[src/rtl/otp_burn_pkg.sv]
package otp_burn_pkg;

   localparam int unsigned NUM_WRITES = 6;
   localparam int unsigned PAUSE_IDX  = 4;
   localparam int unsigned STEP_W     = $clog2(NUM_WRITES);

   typedef enum logic [1:0] {
      ST_IDLE  = 2'd0,
      ST_WRITE = 2'd1,
      ST_PAUSE = 2'd2
   } burn_state_e;

   // Register address for each step of the commit series.
   function automatic logic [7:0] step_addr(input logic [STEP_W-1:0] idx);
      logic [7:0] a;
      case (idx)
         STEP_W'(PAUSE_IDX): a = 8'h39;
         default:            a = 8'h2D;
      endcase
      return a;
   endfunction

   // Data word for each step: four ascending key pairs, mode word, commit word.
   function automatic logic [15:0] step_data(input logic [STEP_W-1:0] idx);
      logic [15:0] d;
      if (idx < STEP_W'(PAUSE_IDX)) begin
         d[15:8] = 8'h12 + {4'd0, idx, 1'b0};
         d[7:0]  = 8'h13 + {4'd0, idx, 1'b0};
      end else if (idx == STEP_W'(PAUSE_IDX)) begin
         d = 16'h0002;
      end else begin
         d = 16'h0EDD;
      end
      return d;
   endfunction

endpackage

[src/rtl/otp_burn_keyrom.sv]
module otp_burn_keyrom
   import otp_burn_pkg::*;
#(
   parameter int unsigned ADDR_W = 8,
   parameter int unsigned DATA_W = 16
) (
   input  logic [STEP_W-1:0] step_i,
   output logic [ADDR_W-1:0] addr_o,
   output logic [DATA_W-1:0] data_o
);

   if (ADDR_W < 8) begin : g_bad_addr
      $error("otp_burn_keyrom: ADDR_W must be at least 8");
   end
   if (DATA_W < 16) begin : g_bad_data
      $error("otp_burn_keyrom: DATA_W must be at least 16");
   end

   localparam int unsigned APAD = (ADDR_W > 8)  ? ADDR_W - 8  : 0;
   localparam int unsigned DPAD = (DATA_W > 16) ? DATA_W - 16 : 0;

   logic [7:0]  raw_addr;
   logic [15:0] raw_data;

   always_comb begin
      raw_addr = step_addr(step_i);
      raw_data = step_data(step_i);
   end

   if (APAD == 0) begin : g_addr_exact
      assign addr_o = raw_addr;
   end else begin : g_addr_pad
      assign addr_o = {{APAD{1'b0}}, raw_addr};
   end

   if (DPAD == 0) begin : g_data_exact
      assign data_o = raw_data;
   end else begin : g_data_pad
      assign data_o = {{DPAD{1'b0}}, raw_data};
   end

endmodule

[src/rtl/otp_burn_waittimer.sv]
module otp_burn_waittimer #(
   parameter longint unsigned WAIT_CYC = 64'd2_000_000
) (
   input  logic clk,
   input  logic rst_n,
   input  logic run_i,
   output logic expired_o
);

   if (WAIT_CYC < 1) begin : g_bad_wait
      $error("otp_burn_waittimer: WAIT_CYC must be at least 1");
   end

   if (WAIT_CYC == 1) begin : g_single
      logic unused_clk_rst;
      assign unused_clk_rst = clk ^ rst_n;
      assign expired_o      = run_i;
   end else begin : g_count
      localparam int unsigned CNT_W = $clog2(WAIT_CYC);
      localparam logic [CNT_W-1:0] LAST = CNT_W'(WAIT_CYC - 1);

      logic [CNT_W-1:0] cnt_q;

      always_ff @(posedge clk or negedge rst_n) begin
         if (!rst_n) begin
            cnt_q <= '0;
         end else if (!run_i || cnt_q == LAST) begin
            cnt_q <= '0;
         end else begin
            cnt_q <= cnt_q + 1'b1;
         end
      end

      assign expired_o = run_i && (cnt_q == LAST);
   end

endmodule

[src/rtl/otp_burn_ctrl.sv]
module otp_burn_ctrl
   import otp_burn_pkg::*;
#(
   parameter bit START_BURNED = 1'b0
) (
   input  logic              clk,
   input  logic              rst_n,
   input  logic              start_i,
   input  logic              enable_i,
   input  logic              wr_ready_i,
   input  logic              expired_i,
   output logic              wr_valid_o,
   output logic [STEP_W-1:0] step_o,
   output logic              pause_o,
   output logic              busy_o,
   output logic              done_o,
   output logic              error_o,
   output logic              burned_o
);

   localparam logic [STEP_W-1:0] LAST_STEP  = STEP_W'(NUM_WRITES - 1);
   localparam logic [STEP_W-1:0] PAUSE_STEP = STEP_W'(PAUSE_IDX);

   burn_state_e       state_q;
   logic [STEP_W-1:0] step_q;
   logic              done_q, err_q, burned_q;

   always_ff @(posedge clk or negedge rst_n) begin
      if (!rst_n) begin
         state_q  <= ST_IDLE;
         step_q   <= '0;
         done_q   <= 1'b0;
         err_q    <= 1'b0;
         burned_q <= START_BURNED;
      end else begin
         done_q <= 1'b0;
         err_q  <= 1'b0;
         case (state_q)
            ST_IDLE: begin
               if (start_i) begin
                  if (enable_i && !burned_q) begin
                     state_q <= ST_WRITE;
                     step_q  <= '0;
                  end else begin
                     err_q <= 1'b1;
                  end
               end
            end
            ST_WRITE: begin
               if (!enable_i) begin
                  err_q   <= 1'b1;
                  state_q <= ST_IDLE;
               end else if (wr_ready_i) begin
                  if (step_q == LAST_STEP) begin
                     state_q  <= ST_IDLE;
                     done_q   <= 1'b1;
                     burned_q <= 1'b1;
                  end else begin
                     step_q <= step_q + 1'b1;
                     if (step_q == PAUSE_STEP) begin
                        state_q <= ST_PAUSE;
                     end
                  end
               end
            end
            ST_PAUSE: begin
               if (!enable_i) begin
                  err_q   <= 1'b1;
                  state_q <= ST_IDLE;
               end else if (expired_i) begin
                  state_q <= ST_WRITE;
               end
            end
            default: state_q <= ST_IDLE;
         endcase
      end
   end

   assign wr_valid_o = (state_q == ST_WRITE) && enable_i;
   assign pause_o    = (state_q == ST_PAUSE);
   assign busy_o     = (state_q != ST_IDLE);
   assign step_o     = step_q;
   assign done_o     = done_q;
   assign error_o    = err_q;
   assign burned_o   = burned_q;

endmodule

[src/rtl/otp_burn_seq.sv]
module otp_burn_seq
   import otp_burn_pkg::*;
#(
   parameter int unsigned     ADDR_W       = 8,
   parameter int unsigned     DATA_W       = 16,
   parameter longint unsigned CLK_HZ       = 64'd200_000_000,
   parameter int unsigned     WAIT_US      = 10_000,
   parameter bit              START_BURNED = 1'b0
) (
   input  logic              clk,
   input  logic              rst_n,
   input  logic              start_i,
   input  logic              enable_i,
   output logic              wr_valid_o,
   output logic [ADDR_W-1:0] wr_addr_o,
   output logic [DATA_W-1:0] wr_data_o,
   input  logic              wr_ready_i,
   output logic              busy_o,
   output logic              done_o,
   output logic              error_o,
   output logic              burned_o
);

   localparam longint unsigned WAIT_CYC =
      (CLK_HZ * longint'(WAIT_US) + 64'd999_999) / 64'd1_000_000;

   if (CLK_HZ == 0 || WAIT_US == 0) begin : g_bad_time
      $error("otp_burn_seq: CLK_HZ and WAIT_US must be non-zero");
   end

   logic [STEP_W-1:0] step;
   logic              pause, expired;

   otp_burn_ctrl #(
      .START_BURNED (START_BURNED)
   ) u_ctrl (
      .clk        (clk),
      .rst_n      (rst_n),
      .start_i    (start_i),
      .enable_i   (enable_i),
      .wr_ready_i (wr_ready_i),
      .expired_i  (expired),
      .wr_valid_o (wr_valid_o),
      .step_o     (step),
      .pause_o    (pause),
      .busy_o     (busy_o),
      .done_o     (done_o),
      .error_o    (error_o),
      .burned_o   (burned_o)
   );

   otp_burn_waittimer #(
      .WAIT_CYC (WAIT_CYC)
   ) u_timer (
      .clk       (clk),
      .rst_n     (rst_n),
      .run_i     (pause),
      .expired_o (expired)
   );

   otp_burn_keyrom #(
      .ADDR_W (ADDR_W),
      .DATA_W (DATA_W)
   ) u_rom (
      .step_i (step),
      .addr_o (wr_addr_o),
      .data_o (wr_data_o)
   );

endmodule

[config.mk]
export PLATFORM = sky130hd
export DESIGN_NAME = otp_burn_seq
export DESIGN_NICKNAME = d
export VERILOG_FILES = /design/src/rtl/otp_burn_pkg.sv /design/src/rtl/otp_burn_keyrom.sv /design/src/rtl/otp_burn_waittimer.sv /design/src/rtl/otp_burn_ctrl.sv /design/src/rtl/otp_burn_seq.sv
export SDC_FILE = /design/constraint.sdc
export NUM_CORES = 1
export LEC_CHECK = 0
export BUFFER_PORTS_ARGS = -buffer_cell sky130_fd_sc_hd__buf_2
export CELL_PAD_IN_SITES_DETAIL_PLACEMENT = 0
export CELL_PAD_IN_SITES_GLOBAL_PLACEMENT = 1
export CORE_MARGIN = 2
export CORE_UTILIZATION = 45
export DETAILED_ROUTE_END_ITERATION = 7
export HOLD_SLACK_MARGIN = 0.05
export MAX_ROUTING_LAYER = met4
export PLACE_DENSITY = 0.82
export SLEW_MARGIN = 40
export SYNTH_ARGS = -nofsm -noshare
export SYNTH_HDL_FRONTEND = slang
export SYNTH_SLANG_ARGS = --single-unit
[constraint.sdc]
create_clock -name clk -period 5 [get_ports clk]
set_input_delay 0.5 -clock clk [delete_from_list [all_inputs] [get_ports clk]]
set_output_delay 0.5 -clock clk [all_outputs]
set_load 0.02 [all_outputs]
==> results of run 1 <==
## through the flow
stage / setup slack [ns] / total power, W / instance area (um2) / util, % / hold WS [ns]
2_1_floorplan: 2.857 / 0.0005167 / 1798 / - / 0.2044
3_3_place_gp: 2.764 / 0.0005736 / 1853 / 49.87 / 0.4734
3_5_place_dp: 2.684 / 0.0005790 / 1853 / 49.87 / 0.4827
4_1_cts: 2.687 / 0.0007727 / 1939 / 52.19 / 0.2661
5_1_grt: 2.531 / 0.0008188 / 1939 / 52.19 / 0.3038
6_report: 2.693 / 0.0007659 / 1939 / 52.19 / 0.2429
## layer usage
metal / global-route usage [%] / routed length, um
met1: 21.78 / 1525
met2: 27.50 / 1542
met3: 4.054 / 99
met4: 6.888 / 40
met5: - / 0
## synthesized netlist by cell type, drive strengths merged
| cell | number | area share (%) |
|---|---|---|
| a21o | 2 | 0.85 |
| a21oi | 10 | 2.8 |
| a221oi | 1 | 0.49 |
| a22o | 1 | 0.49 |
| a22oi | 1 | 0.42 |
| a32oi | 1 | 0.49 |
| a41o | 1 | 0.56 |
| and2 | 1 | 0.35 |
| and4 | 3 | 1.6 |
| buf | 16 | 6.6 |
| clkbuf | 2 | 0.42 |
| conb | 2 | 0.42 |
| dfrtp | 29 | 41 |
| ha | 9 | 6.4 |
| inv | 12 | 2.5 |
| mux2i | 4 | 2.3 |
| nand2 | 15 | 3.2 |
| nand2b | 1 | 0.35 |
| nand3 | 8 | 2.5 |
| nand3b | 3 | 1.3 |
| nand4 | 5 | 2.1 |
| nor2 | 19 | 4.0 |
| nor2b | 1 | 0.35 |
| nor3 | 2 | 0.56 |
| nor4 | 3 | 1.4 |
| o211ai | 1 | 0.42 |
| o21a | 1 | 0.42 |
| o21ai | 4 | 1.1 |
| o21bai | 1 | 0.42 |
| o31ai | 4 | 1.7 |
| or2 | 1 | 0.35 |
| or3 | 6 | 2.3 |
| or3b | 1 | 0.49 |
| or4 | 6 | 2.8 |
| or4b | 2 | 1.1 |
| xnor2 | 7 | 3.5 |
| xor2 | 4 | 2.0 |
## final cells by class
class	instances	area (um2)	share of cell area, %
multi-input cells	138	902.1	46.52
flip-flops and latches	29	725.7	37.42
clock buffers	7	86.33	4.452
well taps	48	60.06	3.097
inverters	12	45.04	2.323
repair buffers	24	120.1	6.194
## worst register-to-register path, cell delays in order (launching register included)
cell and delay (ns):
sky130_fd_sc_hd__dfrtp_1 0.42, sky130_fd_sc_hd__or4b_1 0.57, sky130_fd_sc_hd__nor4_2 0.40, sky130_fd_sc_hd__a41o_1 0.66, sky130_fd_sc_hd__nor2_1 0.11
## flip-flops by register name (all words and copies together) (netlist names)
register	count
u_ctrl.error_o	1
u_ctrl.state_q	2
u_ctrl.done_o	1
u_timer.g_count.cnt_q	21
u_ctrl.step_o	3
u_ctrl.burned_o	1
## how the worst max path moves through the flow
stage,depth (start not counted),slack [ns],start,end
finish,4,2.69,u_timer.g_count.cnt_q[14],u_timer.g_count.cnt_q[9]
global route,4,2.53,u_timer.g_count.cnt_q[13],u_timer.g_count.cnt_q[10]
CTS,4,2.69,u_timer.g_count.cnt_q[14],u_timer.g_count.cnt_q[7]
detailed placement,4,2.68,u_timer.g_count.cnt_q[14],u_timer.g_count.cnt_q[8]
global placement,4,2.76,u_timer.g_count.cnt_q[14],u_timer.g_count.cnt_q[2]
floorplan,5,2.86,u_ctrl.step_o[2],wr_data_o[11]
## cells in the final DEF (no fill, tap or decap), types with 5 or more instances in the layout
cell type                  netlist  final
sky130_fd_sc_hd__nor2_1         19     19
sky130_fd_sc_hd__or4_1           5      5
sky130_fd_sc_hd__dfrtp_1        29     29
sky130_fd_sc_hd__nand2_1        15     15
sky130_fd_sc_hd__clkbuf_8        0      6
sky130_fd_sc_hd__nand3_1         7      7
sky130_fd_sc_hd__ha_1            9      9
sky130_fd_sc_hd__inv_1          12     12
sky130_fd_sc_hd__conb_1          2      9
sky130_fd_sc_hd__a21oi_1        10     10
sky130_fd_sc_hd__buf_2           1     24
sky130_fd_sc_hd__xnor2_1         7      7
## power by group through the flow
stage / clock network, W / logic [W] / registers (W)
after floorplan: 0 / 0.000230 / 0.000287
after global placement: 0 / 0.000291 / 0.000283
after detailed placement: 0 / 0.000293 / 0.000286
after CTS: 0.000196 / 0.000295 / 0.000281
after global routing: 0.000208 / 0.000325 / 0.000285
final: 0.000191 / 0.000293 / 0.000281
## cell families (layout without fill, tap and decap cells)
group,Yosys count,count (layout)
buf+inv,30,43
compound gates,28,28
simple gates,77,77
fa+ha+maj,9,9
flops,29,29
xor+xnor,11,11
mux,4,4
other cells,2,9
==> impl_metrics.py, run 1 <==
metrics = {
    "yosys": {
        "synth_area_mm2": 0.001772,
        "syn_area_per_cell_um2": 9.325,
        "synth_warnings": 0,
        "synth_cell_type_count": 44,
        "synth_mux_area_share_pct": 2.260,
        "synth-compound-area-share_pct": 10.24,
        "synth_simple_gate_area_share_pct": 24.72,
        "syn_inst": 190,
        "register_bit_count_reported_by_yosys": 29,
        "synth_seq_area_share_pct": 40.96,
        "dominant_combinational_cell_family_by_area_after_synthesis": "simple AND/OR/NAND/NOR gates",
        "synth_xor_xnor_area_share_pct": 5.438,
        "synth_adder_area_share_pct": 6.356,
    },
    "setup_path": {
        "crit_path_cell_trace": "or4b_1 > nor4_2 > a41o_1 > nor2_1",
        "worst-path-buf-inv": 0,
        "r2r_end": "u_timer.g_count.cnt_q[9]",
        "setup.worst_path.class": "reg -> reg",
        "worst_r2r_path_depth": 4,
        "cp_max_fo": 19,
        "cpLargestDelayFamily": "simple AND/OR/NAND/NOR gates",
        "highest_delay_cell_along_the_critical_path": "sky130_fd_sc_hd__a41o_1",
        "reg2reg_slack_ns": 2.69,
        "critical_path_arrival_ns": 2.44,
        "startpoint_type": "flop",
        "critical-path-max-stage-delay_ns": 0.66,
        "critical_path_required_ns": 5.13,
        "timing.critical_path.to_type": "flop",
        "critical_path.reg2reg.startpoint": "u_timer.g_count.cnt_q[14]",
    },
    "min_path": {
        "min_path_type": "in -> async",
    },
    "route": {
        "postRouteAntennaNets": 0,
        "via_count": 1349,
        "routed_wl_mm": 3.207,
        "avgRoutedWirePerCell_um": 12.43,
        "dr.pass1.iters": 4,
        "drc": 0,
        "dr.first_iter.drc_count": 94,
        "drt-vias-per-instance": 5.229,
    },
    "clocking": {
        "ctsLongestPathBuffers": 2,
        "clock-sinks": 29,
        "clock_latency_ns": 0.28,
        "tritoncts_clock_tree": "done",
        "cts_setup_buffers": 0,
        "cts-buffers-inserted": 5,
        "holdBufCountCts": 0,
        "cts-resized-gates": 0,
        "h-tree-depth": 2,
        "cts_root_buffer": "sky130_fd_sc_hd__clkbuf_8",
        "worst_setup_hold_path_clk_slew_ns": 0.06,
    },
    "global_route": {
        "grt.total_usage_pct": 17.45,
        "antenna_found_initial": 0,
        "first_global_vias": 1271,
        "grt_overflow": 0,
        "maximum_number_of_pins_on_one_net_before_global_route_repair": 30,
        "grt_first_pass_wirelength_mm": 5.630,
    },
    "place": {
        "finalWeightedCongestion": 0.7887,
        "port-buffer-count": 24,
        "dp_cells": 251,
        "dp_hpwl_mm": 2.372,
    },
    "floorplan": {
        "die_height_um": 66.75,
        "pin_count": 34,
        "die_area_mm2": 0.004455,
        "floorplan.die.width_um": 66.75,
        "rows": 22,
        "initial_core_utilization_pct": 47.68,
        "coreArea_mm2": 0.003716,
    },
    "sta": {
        "final-max-slew-violation-count": 0,
        "finalHoldViolCount": 0,
        "tns_ns": 0,
        "setup-violations-final": 0,
        "clock.fmax_mhz": 433.4,
        "worst-slew-pin-transition_ns": 0.6521,
        "max_slew_margin_pct": 56.52,
        "final.setup_skew_ns": 0.006105,
        "timing.final.crit_share_pct": 46.15,
        "minimum_clock_period_after_layout_ns": 2.307,
        "grt_setup_unrepaired": "no",
    },
    "finish": {
        "antennaDiodeCount": 0,
        "layout.cells.non_filler": 258,
        "number_of_nets_in_the_final_layout": 224,
        "area_delta_synth_final_pct": 9.463,
        "nFillCells": 354,
        "drive_above_1_share_pct": 18.57,
    },
    "power_and_ir_drop": {
        "clockPowerShare_pct": 25.0,
        "powerDensity_mw_per_mm2": 394.9,
        "static-leakage-power_nw": 0.8573,
        "comb_power_share_pct": 38.3,
        "seq_power_share_pct": 36.7,
        "peak_supply_drop_mv": 0.2393,
        "switching_share_pct": 37.84,
        "switching_power_w": 0.0002898,
        "internal_power_w": 0.0004760,
    },
    "status": {
        "run_status": "completed",
    },
    "job": {
        "maxCapViolCount": 0,
    },
}
Note: power is estimated with default switching activity, not from simulation.
==> inputs of run 2 (changes only) <==
- CORE_UTILIZATION: 45 -> 37
- PLACE_DENSITY: 0.82 -> 0.71
- clock period: 5 -> 2.1 ns (I/O delays scaled with it)
==> impl_metrics.py, run 2 (same netlist as run 1, synthesis figures left out) <==
metrics = {
    "route": {
        "avgRoutedWirePerCell_um": 12.17,
        "dr.pass1.iters": 4,
        "drc": 0,
        "via_count": 1363,
        "postRouteAntennaNets": 0,
        "routed_wl_mm": 3.407,
        "dr.first_iter.drc_count": 93,
        "drt-vias-per-instance": 4.868,
    },
    "finish": {
        "largest_register_ff_count": 21,
        "postLayoutCoreUtil_pct": 44.51,
        "layout.cells.non_filler": 280,
        "number_of_nets_in_the_final_layout": 239,
        "top_register": "u_timer.g_count.cnt_q",
        "area_delta_synth_final_pct": 17.09,
        "seq_area_um2": 725.7,
        "multiInputGateArea_um2": 908.4,
        "nFillCells": 453,
        "layout.cells.most_common": "sky130_fd_sc_hd__dfrtp_1",
        "drive_above_1_share_pct": 23.89,
        "most-common-layout-cells": "sky130_fd_sc_hd__dfrtp_1 (29), sky130_fd_sc_hd__buf_2 (24), sky130_fd_sc_hd__nor2_1 (19)",
        "antennaDiodeCount": 0,
    },
    "power_and_ir_drop": {
        "static-leakage-power_nw": 0.9342,
        "clockPowerShare_pct": 23.8,
        "switching_share_pct": 37.93,
        "internal_power_w": 0.001144,
        "p_total_w": 0.001843,
        "peak_supply_drop_mv": 0.2717,
        "switching_power_w": 0.0006990,
        "comb_power_share_pct": 40.0,
        "seq_power_share_pct": 36.2,
        "powerDensity_mw_per_mm2": 888.5,
    },
    "sta": {
        "timing.final.crit_share_pct": 94.17,
        "minimum_clock_period_after_layout_ns": 1.978,
        "finalHoldViolCount": 0,
        "grt_setup_unrepaired": "no",
        "clock.fmax_mhz": 505.6,
        "final.setup_skew_ns": 0.002759,
        "worst-slew-pin-transition_ns": 0.6582,
        "tns_ns": 0,
        "setup-violations-final": 0,
        "max_slew_margin_pct": 56.12,
        "final-max-slew-violation-count": 0,
    },
    "global_route": {
        "first_global_vias": 1312,
        "grt_overflow": 0,
        "grt.total_usage_pct": 14.85,
        "grt_first_pass_wirelength_mm": 5.927,
        "antenna_found_initial": 0,
        "maximum_number_of_pins_on_one_net_before_global_route_repair": 30,
    },
    "setup_path": {
        "startpoint_type": "flop",
        "critical_path.reg2reg.startpoint": "u_timer.g_count.cnt_q[14]",
        "cp_max_fo": 19,
        "r2r_end": "u_timer.g_count.cnt_q[19]",
        "timing.critical_path.to_type": "flop",
        "worst_r2r_path_depth": 5,
        "setup.worst_path.class": "reg -> reg",
        "critical_path_arrival_ns": 2.13,
        "critical_path_required_ns": 2.25,
        "reg2reg_slack_ns": 0.12,
    },
    "status": {
        "run_status": "completed",
    },
    "clocking": {
        "clock-sinks": 29,
        "tritoncts_clock_tree": "done",
        "cts_root_buffer": "sky130_fd_sc_hd__clkbuf_8",
        "cts_setup_buffers": 0,
        "clock_latency_ns": 0.28,
        "ctsLongestPathBuffers": 2,
        "h-tree-depth": 2,
        "worst_setup_hold_path_clk_slew_ns": 0.06,
        "cts-buffers-inserted": 5,
    },
    "place": {
        "finalWeightedCongestion": 0.6972,
        "dp_hpwl_mm": 2.478,
        "dp_cells": 271,
        "port-buffer-count": 24,
    },
    "min_path": {
        "min_path_type": "in -> reg",
        "worstHoldEndpoint": "u_ctrl.error_o",
        "hold_path_startpoint": "start_i",
        "whs_path_depth": 3,
    },
    "floorplan": {
        "floorplan.die.width_um": 73.20,
        "die_height_um": 73.20,
        "die_area_mm2": 0.005358,
        "rows": 25,
        "coreArea_mm2": 0.004661,
        "pin_count": 34,
        "initial_core_utilization_pct": 38.01,
    },
    "job": {
        "maxCapViolCount": 0,
    },
}
run 2: changes by cell type in the layout (fill, tap and decap cells not counted), sizes merged:
cell and change:
buf +14, clkbuf +1, dlygate4sd3 +1
run 2: final cells by class:
class                   count  share of cell area [%]
clock buffers               8                   3.860
inverters                  12                   2.171
multi-input cells         138                   43.79
flip-flops and latches     29                   34.98
well taps                  54                   3.257
repair buffers             39                   11.94
run 2: routing by layer:
layer / track usage, % / vias to the layer above / wire [um]
li1: - / 712 / -
met1: 19.46 / 630 / 1743
met2: 22.42 / 16 / 1521
met3: 4.558 / 5 / 105
met4: 3.704 / 0 / 36
met5: - / - / 0
run 2: timing repair:
item | in CTS | in global routing
gates resized for setup | 0 | 2
endpoints found under the hold margin | 29 | 0
hold buffers | 1 | 0
setup endpoints to repair | 0 | 3
run 2: per-stage QoR:
stage	hold WS, ns	area [um2]	worst slack, ns
2_1_floorplan	-0.08559	1798	0.08126
4_1_cts	0.2105	2068	0.09783
6_report	0.2158	2074	0.1223
3_5_place_dp	0.2882	1978	0.1070
5_1_grt	0.2696	2074	0.03358
3_3_place_gp	0.2880	1978	0.1375
run 2: how the worst max path moves through the flow:
stage	endpoint	start	slack (ns)	depth (start not counted)
floorplan	u_ctrl.step_o[2]	u_ctrl.state_q[1]	0.08	7
global placement	u_timer.g_count.cnt_q[20]	u_timer.g_count.cnt_q[0]	0.14	5
detailed placement	u_timer.g_count.cnt_q[19]	u_timer.g_count.cnt_q[14]	0.11	5
CTS	u_timer.g_count.cnt_q[19]	u_timer.g_count.cnt_q[4]	0.1	4
global route	u_timer.g_count.cnt_q[20]	u_timer.g_count.cnt_q[0]	0.03	5
finish	u_timer.g_count.cnt_q[19]	u_timer.g_count.cnt_q[14]	0.12	5
run 2: power by group through the flow:
stage               combinational (W)  sequential [W]  clock (W)
floorplan                    0.000547        0.000683          0
global placement             0.000742        0.000678          0
detailed placement           0.000740        0.000679          0
CTS                          0.000745        0.000668   0.000457
global route                 0.000829        0.000679   0.000481
finish                       0.000737        0.000668   0.000438
run 2: worst max-delay path: stages (launching register included):
cell and delay [ns]:
sky130_fd_sc_hd__dfrtp_1 0.38, sky130_fd_sc_hd__or4b_1 0.56, sky130_fd_sc_hd__nor4_2 0.41, sky130_fd_sc_hd__a41o_1 0.28
sky130_fd_sc_hd__buf_12 0.16, sky130_fd_sc_hd__a21oi_1 0.06
